$ cat src/rtl/fpw_pkg.sv
package fpw_pkg;

    typedef enum logic [3:0] {
        ST_IDLE,
        ST_BUF_HDR,
        ST_BUF_DATA,
        ST_GAP_A,
        ST_PRG_HDR,
        ST_GAP_B,
        ST_STAT_OP,
        ST_STAT_RD,
        ST_TAIL
    } seq_state_t;

    localparam logic [7:0] OP_LOAD_B1 = 8'h84;
    localparam logic [7:0] OP_LOAD_B2 = 8'h87;
    localparam logic [7:0] OP_PROG_B1 = 8'h83;
    localparam logic [7:0] OP_PROG_B2 = 8'h86;
    localparam logic [7:0] OP_STATUS  = 8'hD7;
    localparam logic [7:0] FILL_BYTE  = 8'h00;

    // byte idx of a 32-bit header word, highest byte first
    function automatic logic [7:0] hdr_byte(input logic [31:0] word, input logic [1:0] idx);
        return word[8*(3-int'(idx)) +: 8];
    endfunction

endpackage

$ cat src/rtl/fpw_addr_pack.sv
module fpw_addr_pack #(
    parameter int PAGE_W = 13,
    parameter int COL_W  = 10
) (
    input  logic [PAGE_W-1:0] page,
    input  logic              short_mode,
    output logic [23:0]       addr
);
    logic [23:0] long_addr;
    logic [23:0] short_addr;

    always_comb begin
        long_addr  = 24'(page) << COL_W;
        short_addr = 24'(page) << (COL_W - 1);
        addr       = short_mode ? short_addr : long_addr;
    end
endmodule

$ cat src/rtl/fpw_sck_engine.sv
module fpw_sck_engine #(
    parameter int HALF = 2
) (
    input  logic       clk,
    input  logic       rst_n,
    input  logic       go,
    input  logic [7:0] tx,
    input  logic       miso,
    output logic       sck,
    output logic       mosi,
    output logic       busy,
    output logic       done,
    output logic       rx_first
);
    localparam int DW = (HALF > 1) ? $clog2(HALF) : 1;

    logic          busy_q, sck_q, done_q, first_q;
    logic [DW-1:0] div_q;
    logic [2:0]    bit_q;
    logic [7:0]    sr_q;

    always_ff @(posedge clk or negedge rst_n) begin
        if (!rst_n) begin
            busy_q  <= 1'b0;
            sck_q   <= 1'b0;
            done_q  <= 1'b0;
            first_q <= 1'b0;
            div_q   <= '0;
            bit_q   <= '0;
            sr_q    <= '0;
        end else begin
            done_q <= 1'b0;
            if (!busy_q) begin
                if (go) begin
                    busy_q <= 1'b1;
                    sr_q   <= tx;
                    div_q  <= '0;
                    bit_q  <= '0;
                    sck_q  <= 1'b0;
                end
            end else if (div_q == DW'(HALF - 1)) begin
                div_q <= '0;
                if (!sck_q) begin
                    sck_q <= 1'b1;
                    if (bit_q == 3'd0) first_q <= miso;
                end else begin
                    sck_q <= 1'b0;
                    if (bit_q == 3'd7) begin
                        busy_q <= 1'b0;
                        done_q <= 1'b1;
                    end else begin
                        bit_q <= bit_q + 3'd1;
                        sr_q  <= {sr_q[6:0], 1'b0};
                    end
                end
            end else begin
                div_q <= div_q + DW'(1);
            end
        end
    end

    assign sck      = sck_q;
    assign mosi     = sr_q[7];
    assign busy     = busy_q;
    assign done     = done_q;
    assign rx_first = first_q;

    AST_MOSI_STABLE: assert property (@(posedge clk) disable iff (!rst_n)
        sck_q |-> $stable(mosi));
endmodule

$ cat src/rtl/flash_page_writer.sv
module flash_page_writer
    import fpw_pkg::*;
#(
    parameter int PAGE_W      = 13,
    parameter int LONG_BYTES  = 528,
    parameter int SHORT_BYTES = 512,
    parameter int HALF        = 2,
    parameter int LIMIT_W     = 16
) (
    input  logic               clk,
    input  logic               rst_n,
    input  logic               start,
    input  logic [PAGE_W-1:0]  page_idx,
    input  logic               buf_two,
    input  logic               short_page,
    input  logic [LIMIT_W-1:0] poll_limit,
    input  logic               in_valid,
    input  logic [7:0]         in_data,
    output logic               in_ready,
    output logic               done,
    output logic               err,
    output logic               cs_n,
    output logic               sck,
    output logic               mosi,
    input  logic               miso
);
    localparam int COL_W   = $clog2(LONG_BYTES);
    localparam int CNT_W   = $clog2(LONG_BYTES + 1);
    localparam int GAP_CLK = 4 * HALF;
    localparam int GAP_W   = $clog2(GAP_CLK + 1);

    seq_state_t         state_q, state_d;
    logic [PAGE_W-1:0]  page_q;
    logic               buf_q, short_q, infl_q, err_q, done_q;
    logic [LIMIT_W-1:0] limit_q, poll_q;
    logic [1:0]         idx_q;
    logic [CNT_W-1:0]   data_q, last_data;
    logic [GAP_W-1:0]   gap_q;
    logic [23:0]        addr;
    logic               gap_end, poll_stop, in_gap;
    logic               eng_go, eng_busy, eng_done, eng_first;
    logic [7:0]         eng_tx;

    fpw_addr_pack #(.PAGE_W(PAGE_W), .COL_W(COL_W)) u_addr (
        .page(page_q), .short_mode(short_q), .addr(addr)
    );

    fpw_sck_engine #(.HALF(HALF)) u_eng (
        .clk(clk), .rst_n(rst_n), .go(eng_go), .tx(eng_tx), .miso(miso),
        .sck(sck), .mosi(mosi), .busy(eng_busy), .done(eng_done), .rx_first(eng_first)
    );

    always_comb begin
        last_data = short_q ? CNT_W'(SHORT_BYTES - 1) : CNT_W'(LONG_BYTES - 1);
        gap_end   = (gap_q == GAP_W'(GAP_CLK - 1));
        poll_stop = eng_first ||
                    (({1'b0, poll_q} + (LIMIT_W+1)'(1)) >= {1'b0, limit_q});
        in_gap    = (state_q == ST_GAP_A) || (state_q == ST_GAP_B) || (state_q == ST_TAIL);
    end

    // next state
    always_comb begin
        state_d = state_q;
        unique case (state_q)
            ST_IDLE:     if (start) state_d = ST_BUF_HDR;
            ST_BUF_HDR:  if (eng_done && idx_q == 2'd3) state_d = ST_BUF_DATA;
            ST_BUF_DATA: if (eng_done && data_q == last_data) state_d = ST_GAP_A;
            ST_GAP_A:    if (gap_end) state_d = ST_PRG_HDR;
            ST_PRG_HDR:  if (eng_done && idx_q == 2'd3) state_d = ST_GAP_B;
            ST_GAP_B:    if (gap_end) state_d = ST_STAT_OP;
            ST_STAT_OP:  if (eng_done) state_d = ST_STAT_RD;
            ST_STAT_RD:  if (eng_done && poll_stop) state_d = ST_TAIL;
            ST_TAIL:     if (gap_end) state_d = ST_IDLE;
            default:     state_d = ST_IDLE;
        endcase
    end

    // state register and counters
    always_ff @(posedge clk or negedge rst_n) begin
        if (!rst_n) begin
            state_q <= ST_IDLE;
            page_q  <= '0;
            buf_q   <= 1'b0;
            short_q <= 1'b0;
            limit_q <= '0;
            poll_q  <= '0;
            idx_q   <= '0;
            data_q  <= '0;
            gap_q   <= '0;
            infl_q  <= 1'b0;
            err_q   <= 1'b0;
            done_q  <= 1'b0;
        end else begin
            state_q <= state_d;
            done_q  <= (state_q == ST_TAIL) && gap_end;
            if (eng_go) infl_q <= 1'b1;
            else if (eng_done) infl_q <= 1'b0;
            if (state_q == ST_IDLE && start) begin
                page_q  <= page_idx;
                buf_q   <= buf_two;
                short_q <= short_page;
                limit_q <= poll_limit;
                poll_q  <= '0;
                err_q   <= 1'b0;
            end
            if (state_d != state_q) begin
                idx_q  <= '0;
                data_q <= '0;
                gap_q  <= '0;
            end else begin
                if (eng_done) begin
                    idx_q  <= idx_q + 2'd1;
                    data_q <= data_q + CNT_W'(1);
                end
                if (in_gap) gap_q <= gap_q + GAP_W'(1);
            end
            if (state_q == ST_STAT_RD && eng_done) begin
                poll_q <= poll_q + LIMIT_W'(1);
                if (poll_stop && !eng_first) err_q <= 1'b1;
            end
        end
    end

    // outputs
    always_comb begin
        cs_n     = 1'b0;
        eng_go   = 1'b0;
        eng_tx   = FILL_BYTE;
        in_ready = 1'b0;
        unique case (state_q)
            ST_IDLE, ST_GAP_A, ST_GAP_B, ST_TAIL: cs_n = 1'b1;
            ST_BUF_HDR: begin
                eng_go = !infl_q;
                eng_tx = hdr_byte({buf_q ? OP_LOAD_B2 : OP_LOAD_B1, addr}, idx_q);
            end
            ST_BUF_DATA: begin
                in_ready = !infl_q;
                eng_go   = !infl_q && in_valid;
                eng_tx   = in_data;
            end
            ST_PRG_HDR: begin
                eng_go = !infl_q;
                eng_tx = hdr_byte({buf_q ? OP_PROG_B2 : OP_PROG_B1, addr}, idx_q);
            end
            ST_STAT_OP: begin
                eng_go = !infl_q;
                eng_tx = OP_STATUS;
            end
            ST_STAT_RD: eng_go = !infl_q;
            default:    cs_n = 1'b1;
        endcase
    end

    assign done = done_q;
    assign err  = err_q;

    // high-time counter for chip select, saturating
    logic [GAP_W-1:0] hi_cnt;
    always_ff @(posedge clk or negedge rst_n) begin
        if (!rst_n) hi_cnt <= GAP_W'(GAP_CLK);
        else if (!cs_n) hi_cnt <= '0;
        else if (hi_cnt != GAP_W'(GAP_CLK)) hi_cnt <= hi_cnt + GAP_W'(1);
    end

    AST_CS_SCK_LOW: assert property (@(posedge clk) disable iff (!rst_n)
        cs_n |-> !sck);
    AST_CS_GAP: assert property (@(posedge clk) disable iff (!rst_n)
        $fell(cs_n) |-> (hi_cnt >= GAP_W'(GAP_CLK)));
    AST_DONE_PULSE: assert property (@(posedge clk) disable iff (!rst_n)
        done |=> !done);
    AST_POLL_BOUND: assert property (@(posedge clk) disable iff (!rst_n)
        (state_q == ST_STAT_RD) |-> (poll_q < limit_q || poll_q == '0));
    AST_READY_ENGINE_FREE: assert property (@(posedge clk) disable iff (!rst_n)
        in_ready |-> !eng_busy);
endmodule

$ cat config.mk
export PLATFORM = sky130hd
export DESIGN_NAME = flash_page_writer
export DESIGN_NICKNAME = d
export VERILOG_FILES = /design/src/rtl/fpw_pkg.sv /design/src/rtl/fpw_addr_pack.sv /design/src/rtl/fpw_sck_engine.sv /design/src/rtl/flash_page_writer.sv
export SDC_FILE = /design/constraint.sdc
export NUM_CORES = 1
export LEC_CHECK = 0
export ABC_AREA = 1
export ABC_CLOCK_PERIOD_IN_PS = 7000
export BUFFER_PORTS_ARGS = -buffer_cell sky130_fd_sc_hd__buf_2
export CAP_MARGIN = 20
export CORE_ASPECT_RATIO = 0.75
export CORE_MARGIN = 3
export CORE_UTILIZATION = 65
export CTS_BUF_LIST = sky130_fd_sc_hd__clkbuf_8
export CTS_CLUSTER_SIZE = 20
export DETAILED_ROUTE_END_ITERATION = 10
export HOLD_SLACK_MARGIN = 0.15
export PLACE_DENSITY = 0.93
export SETUP_SLACK_MARGIN = 0.3
export SYNTH_ARGS = -nofsm -noshare
export SYNTH_HDL_FRONTEND = slang
export SYNTH_SLANG_ARGS = --single-unit
$ cat constraint.sdc
create_clock -name clk -period 7 [get_ports clk]
set_clock_uncertainty 0.1 [all_clocks]
set_input_delay 0.7 -clock clk [delete_from_list [all_inputs] [get_ports clk]]
set_output_delay 0.7 -clock clk [all_outputs]
set_load 0.005 [all_outputs]
==> metrics.txt <==
# TYPE chip_impl_metric gauge
chip_impl_metric{name="yosys_register_bits",unit=""} 86
chip_impl_metric{name="setup_violations",unit=""} 0
chip_impl_info{name="mostFrequentLayoutCell",value="sky130_fd_sc_hd__nand2_1"} 1
chip_impl_metric{name="synth_cells",unit=""} 615
chip_impl_metric{name="ioPinCount",unit=""} 50
chip_impl_metric{name="share_of_final_layout_standard_cells_stronger_than_drive_strength_1",unit="%"} 18.1
chip_impl_info{name="cts_tree",value="yes"} 1
chip_impl_metric{name="pwr_density_cell",unit="mW/mm^2"} 160
chip_impl_info{name="hold_start",value="u_eng.sr_q[5]"} 1
chip_impl_info{name="status",value="complete, no violations"} 1
chip_impl_metric{name="fmaxAchievable",unit="MHz"} 291
chip_impl_metric{name="grt.met3_usage",unit="%"} 6.14
chip_impl_metric{name="cap_viol_max_count",unit=""} 0
chip_impl_metric{name="clock-sinks",unit=""} 86
chip_impl_metric{name="headroom_to_the_max_slew_limit",unit="%"} 46.8
chip_impl_metric{name="timing_max_transition_violations_final",unit=""} 0
chip_impl_metric{name="cts_resized",unit=""} 0
chip_impl_metric{name="area_of_the_die",unit="mm^2"} 0.00885
chip_impl_metric{name="yosys_warnings",unit=""} 0
chip_impl_metric{name="cts_setup_buffers",unit=""} 0
chip_impl_metric{name="initial_antenna_violation_count",unit=""} 0
chip_impl_metric{name="tns",unit="ns"} 0
chip_impl_info{name="grt_setup_unrepaired",value="false"} 1
chip_impl_metric{name="synthesis.nets",unit=""} 684
chip_impl_metric{name="layout-area-overhead-vs-synth",unit="%"} 10.6
chip_impl_metric{name="irDropWorstVdd",unit="mV"} 0.119
chip_impl_metric{name="register_area_share_after_synthesis",unit="%"} 42.7
chip_impl_metric{name="antenna_cells",unit=""} 0
chip_impl_metric{name="dieWidth",unit="um"} 108
chip_impl_metric{name="number_of_distinct_library_cell_variants_in_the_gate_level_netlist_after_synthesis",unit=""} 48
chip_impl_info{name="layout_common_cells",value="sky130_fd_sc_hd__nand2_1, sky130_fd_sc_hd__dfrtp_1, sky130_fd_sc_hd__inv_1"} 1
chip_impl_info{name="sort_of_element_at_the_end_of_the_critical_path",value="flip-flop"} 1
chip_impl_metric{name="actual_slew_at_the_worst_max_slew_pin",unit="ns"} 0.797
chip_impl_metric{name="critical_path_peak_fanout",unit=""} 16
chip_impl_metric{name="detail_route.wirelength",unit="um"} 11800
chip_impl_metric{name="hold_bufs_at_cts",unit=""} 0
chip_impl_metric{name="dpl_worst_slack",unit="ns"} 3.62
chip_impl_metric{name="synthesis.area_per_instance",unit="um^2"} 8.19
chip_impl_info{name="setup.worst_path.start_class",value="flip-flop"} 1
chip_impl_metric{name="final.fill_count",unit=""} 542
chip_impl_metric{name="placement_rows",unit=""} 27
chip_impl_metric{name="cts.reportedPaths.clkPinSlew",unit="ns"} 0.09
chip_impl_metric{name="dr.first_iter.drc_count",unit=""} 413
chip_impl_metric{name="tritoncts.num_buffers",unit=""} 9
chip_impl_metric{name="num_vias",unit=""} 4323
chip_impl_metric{name="async_reset_ff_share",unit="%"} 100
chip_impl_metric{name="avgViaCountPerCell",unit=""} 5.63
chip_impl_info{name="holdCritPathClass",value="reg -> reg"} 1
chip_impl_metric{name="finalCriticalPeriod",unit="ns"} 3.44
chip_impl_metric{name="wl_per_cell",unit="um"} 15.3
chip_impl_metric{name="static-leakage-power",unit="uW"} 0.00284
chip_impl_metric{name="io_buffers",unit=""} 49
chip_impl_metric{name="antenna_left",unit=""} 0
chip_impl_metric{name="worst-endpoint-required",unit="ns"} 7.18
chip_impl_metric{name="ff_latch_area",unit="mm^2"} 0.00215
chip_impl_metric{name="worst-endpoint-arrival",unit="ns"} 3.62
chip_impl_info{name="path_class",value="reg -> reg"} 1
chip_impl_metric{name="timing_hold_violations_final",unit=""} 0
chip_impl_metric{name="core-area",unit="mm^2"} 0.00743
chip_impl_metric{name="insertion_delay",unit="ns"} 0.37
chip_impl_info{name="clock-root-buffer",value="sky130_fd_sc_hd__clkbuf_8"} 1
chip_impl_info{name="worstReg2RegStart",value="poll_q[0]"} 1
chip_impl_metric{name="cts-htree-levels",unit=""} 3
chip_impl_metric{name="min_period_over_period",unit="%"} 49.1
chip_impl_info{name="globalRoute.busiestLayer",value="met2"} 1
chip_impl_metric{name="final_critical_path_setup_slack",unit="ns"} 3.56
chip_impl_metric{name="number_of_synthesized_flops_with_an_enable_pin",unit=""} 0
chip_impl_metric{name="floorplan.initialDensity",unit="%"} 67.7
chip_impl_metric{name="gr-total-overflow",unit=""} 0
chip_impl_metric{name="first_global_vias",unit=""} 4113
chip_impl_metric{name="grt_use_met1",unit="%"} 40.3
chip_impl_metric{name="grt_start_max_net_pins",unit=""} 87
chip_impl_metric{name="route.detailed.drc",unit=""} 0
chip_impl_info{name="crit_path_start",value="poll_q[0]"} 1
chip_impl_metric{name="grt_use_met2",unit="%"} 44.4
chip_impl_metric{name="drt_pass1_iterations",unit=""} 5
chip_impl_info{name="ys_dominant_reg_cell",value="sky130_fd_sc_hd__dfrtp_1"} 1
chip_impl_metric{name="post_synth_instance_area",unit="mm^2"} 0.00503
chip_impl_metric{name="clk_path_buf_depth",unit=""} 2
chip_impl_metric{name="final_core_util",unit="%"} 74.9
chip_impl_metric{name="multi_input_area",unit="mm^2"} 0.00246
chip_impl_metric{name="design.final.nets",unit=""} 731
chip_impl_metric{name="gpl.final_weighted_congestion",unit=""} 0.907
chip_impl_metric{name="dp.final_hpwl",unit="um"} 8740
chip_impl_metric{name="die_span_in_y",unit="um"} 82.2
chip_impl_metric{name="track_usage",unit="%"} 28.4
chip_impl_metric{name="first_pass_grt_wire_length",unit="um"} 19600
-- logic make-up (layout without fill, tap and decap cells) --
kind of cell / count (synthesis) / count (layout) / share of synthesized area (%)
muxes: 2 / 2 / 0.398
and+or+nand+nor: 255 / 255 / 25.0
adders and majority gates: 25 / 25 / 6.21
DFF: 86 / 86 / 42.7
AOI/OAI and AO/OA: 123 / 123 / 13.9
buffers and inverters: 104 / 156 / 8.30
xor gates and xnor gates: 20 / 20 / 3.48
-- routing by layer --
metal	part of all wire (%)	wire length, um
met5	0	0
met4	1.5	180
met3	7.7	908
met2	46	5430
met1	45	5260
-- flip-flops by register name, indices dropped and copies added, names as in the netlist --
signal          flops
u_eng.sck           1
u_eng.sr_q          8
err                 1
limit_q            16
u_eng.bit_q         3
buf_q               1
u_eng.done          1
gap_q               4
u_eng.rx_first      1
done                1
short_q             1
page_q             13
u_eng.busy          1
infl_q              1
idx_q               2
u_eng.div_q         1
state_q             4
poll_q             16
data_q             10
-- path summary, 6_finish.rpt --
path	slack, ns	depth (start not counted)	endpoint
max	3.56	20	idx_q[1]
min	0.39	2	u_eng.sr_q[5]
max reg2reg	3.56	20	idx_q[1]
min reg2reg	0.39	2	u_eng.sr_q[5]
max in group asynchronous	5.57	3	state_q[1]
min in group asynchronous	0.61	2	u_eng.sr_q[6]
-- cells in the mapped netlist, types with 5 or more instances --
library cell	instances	area share (%)
sky130_fd_sc_hd__dfrtp_1	86	43
sky130_fd_sc_hd__o22ai_1	5	0.62
sky130_fd_sc_hd__inv_2	9	0.67
sky130_fd_sc_hd__nor2_4	6	1.3
sky130_fd_sc_hd__ha_1	25	6.2
sky130_fd_sc_hd__a21oi_1	25	2.5
sky130_fd_sc_hd__xnor2_1	5	0.87
sky130_fd_sc_hd__nor2_1	36	2.7
sky130_fd_sc_hd__nand4_1	8	0.99
sky130_fd_sc_hd__o21ai_0	70	7.0
sky130_fd_sc_hd__inv_1	79	5.9
sky130_fd_sc_hd__nand2_2	10	1.2
sky130_fd_sc_hd__clkbuf_1	10	0.75
sky130_fd_sc_hd__nand3_1	11	1.1
sky130_fd_sc_hd__nor3_2	11	2.2
sky130_fd_sc_hd__nand2_1	144	11
sky130_fd_sc_hd__nor2_2	5	0.62
sky130_fd_sc_hd__xor2_1	15	2.6
sky130_fd_sc_hd__nor3_1	11	1.1
-- metrics by stage --
stage | instances | power, uW | hold WS (ns) | cell area (um^2)
finish | 768 | 889 | 0.389 | 5570
global route | 768 | 915 | 0.407 | 5570
CTS | 766 | 889 | 0.390 | 5530
detailed placement | 750 | 530 | 0.366 | 5330
global placement | 750 | 529 | 0.366 | 5330
floorplan | 615 | 508 | 0.304 | 5030
-- worst max-delay path: stages, from the launching register on --
cell and delay [ns]:
sky130_fd_sc_hd__dfrtp_1 0.42, sky130_fd_sc_hd__nand3_1 0.13, sky130_fd_sc_hd__nor2_1 0.22, sky130_fd_sc_hd__nand4_1 0.12, sky130_fd_sc_hd__nor2_1 0.10, sky130_fd_sc_hd__inv_1 0.10, sky130_fd_sc_hd__nor3_1 0.19, sky130_fd_sc_hd__xor2_1 0.22
sky130_fd_sc_hd__inv_1 0.06, sky130_fd_sc_hd__ha_1 0.28, sky130_fd_sc_hd__nand2_1 0.07, sky130_fd_sc_hd__nor2_1 0.12, sky130_fd_sc_hd__a21boi_0 0.20, sky130_fd_sc_hd__nor2_1 0.09, sky130_fd_sc_hd__nand4_2 0.12, sky130_fd_sc_hd__nand2_2 0.07
sky130_fd_sc_hd__nand2_4 0.11, sky130_fd_sc_hd__nand2_2 0.06, sky130_fd_sc_hd__nand2_2 0.07, sky130_fd_sc_hd__nand3_4 0.21, sky130_fd_sc_hd__nor3_1 0.27
-- final cells by class --
type / instances / share of cell area [%]
multi-input combinational: 425 / 44.3
sequential: 86 / 38.7
inverter: 89 / 6.05
timing repair buffer: 51 / 5.12
tap: 101 / 2.27
clock buffer: 9 / 2.23
clock inverter: 7 / 1.39
-- power breakdown --
part           switching (uW)  internal, uW
clock network             198           169
registers              0.0588           497
logic                    14.1          10.8
Power figures use the tool's default switching activity.
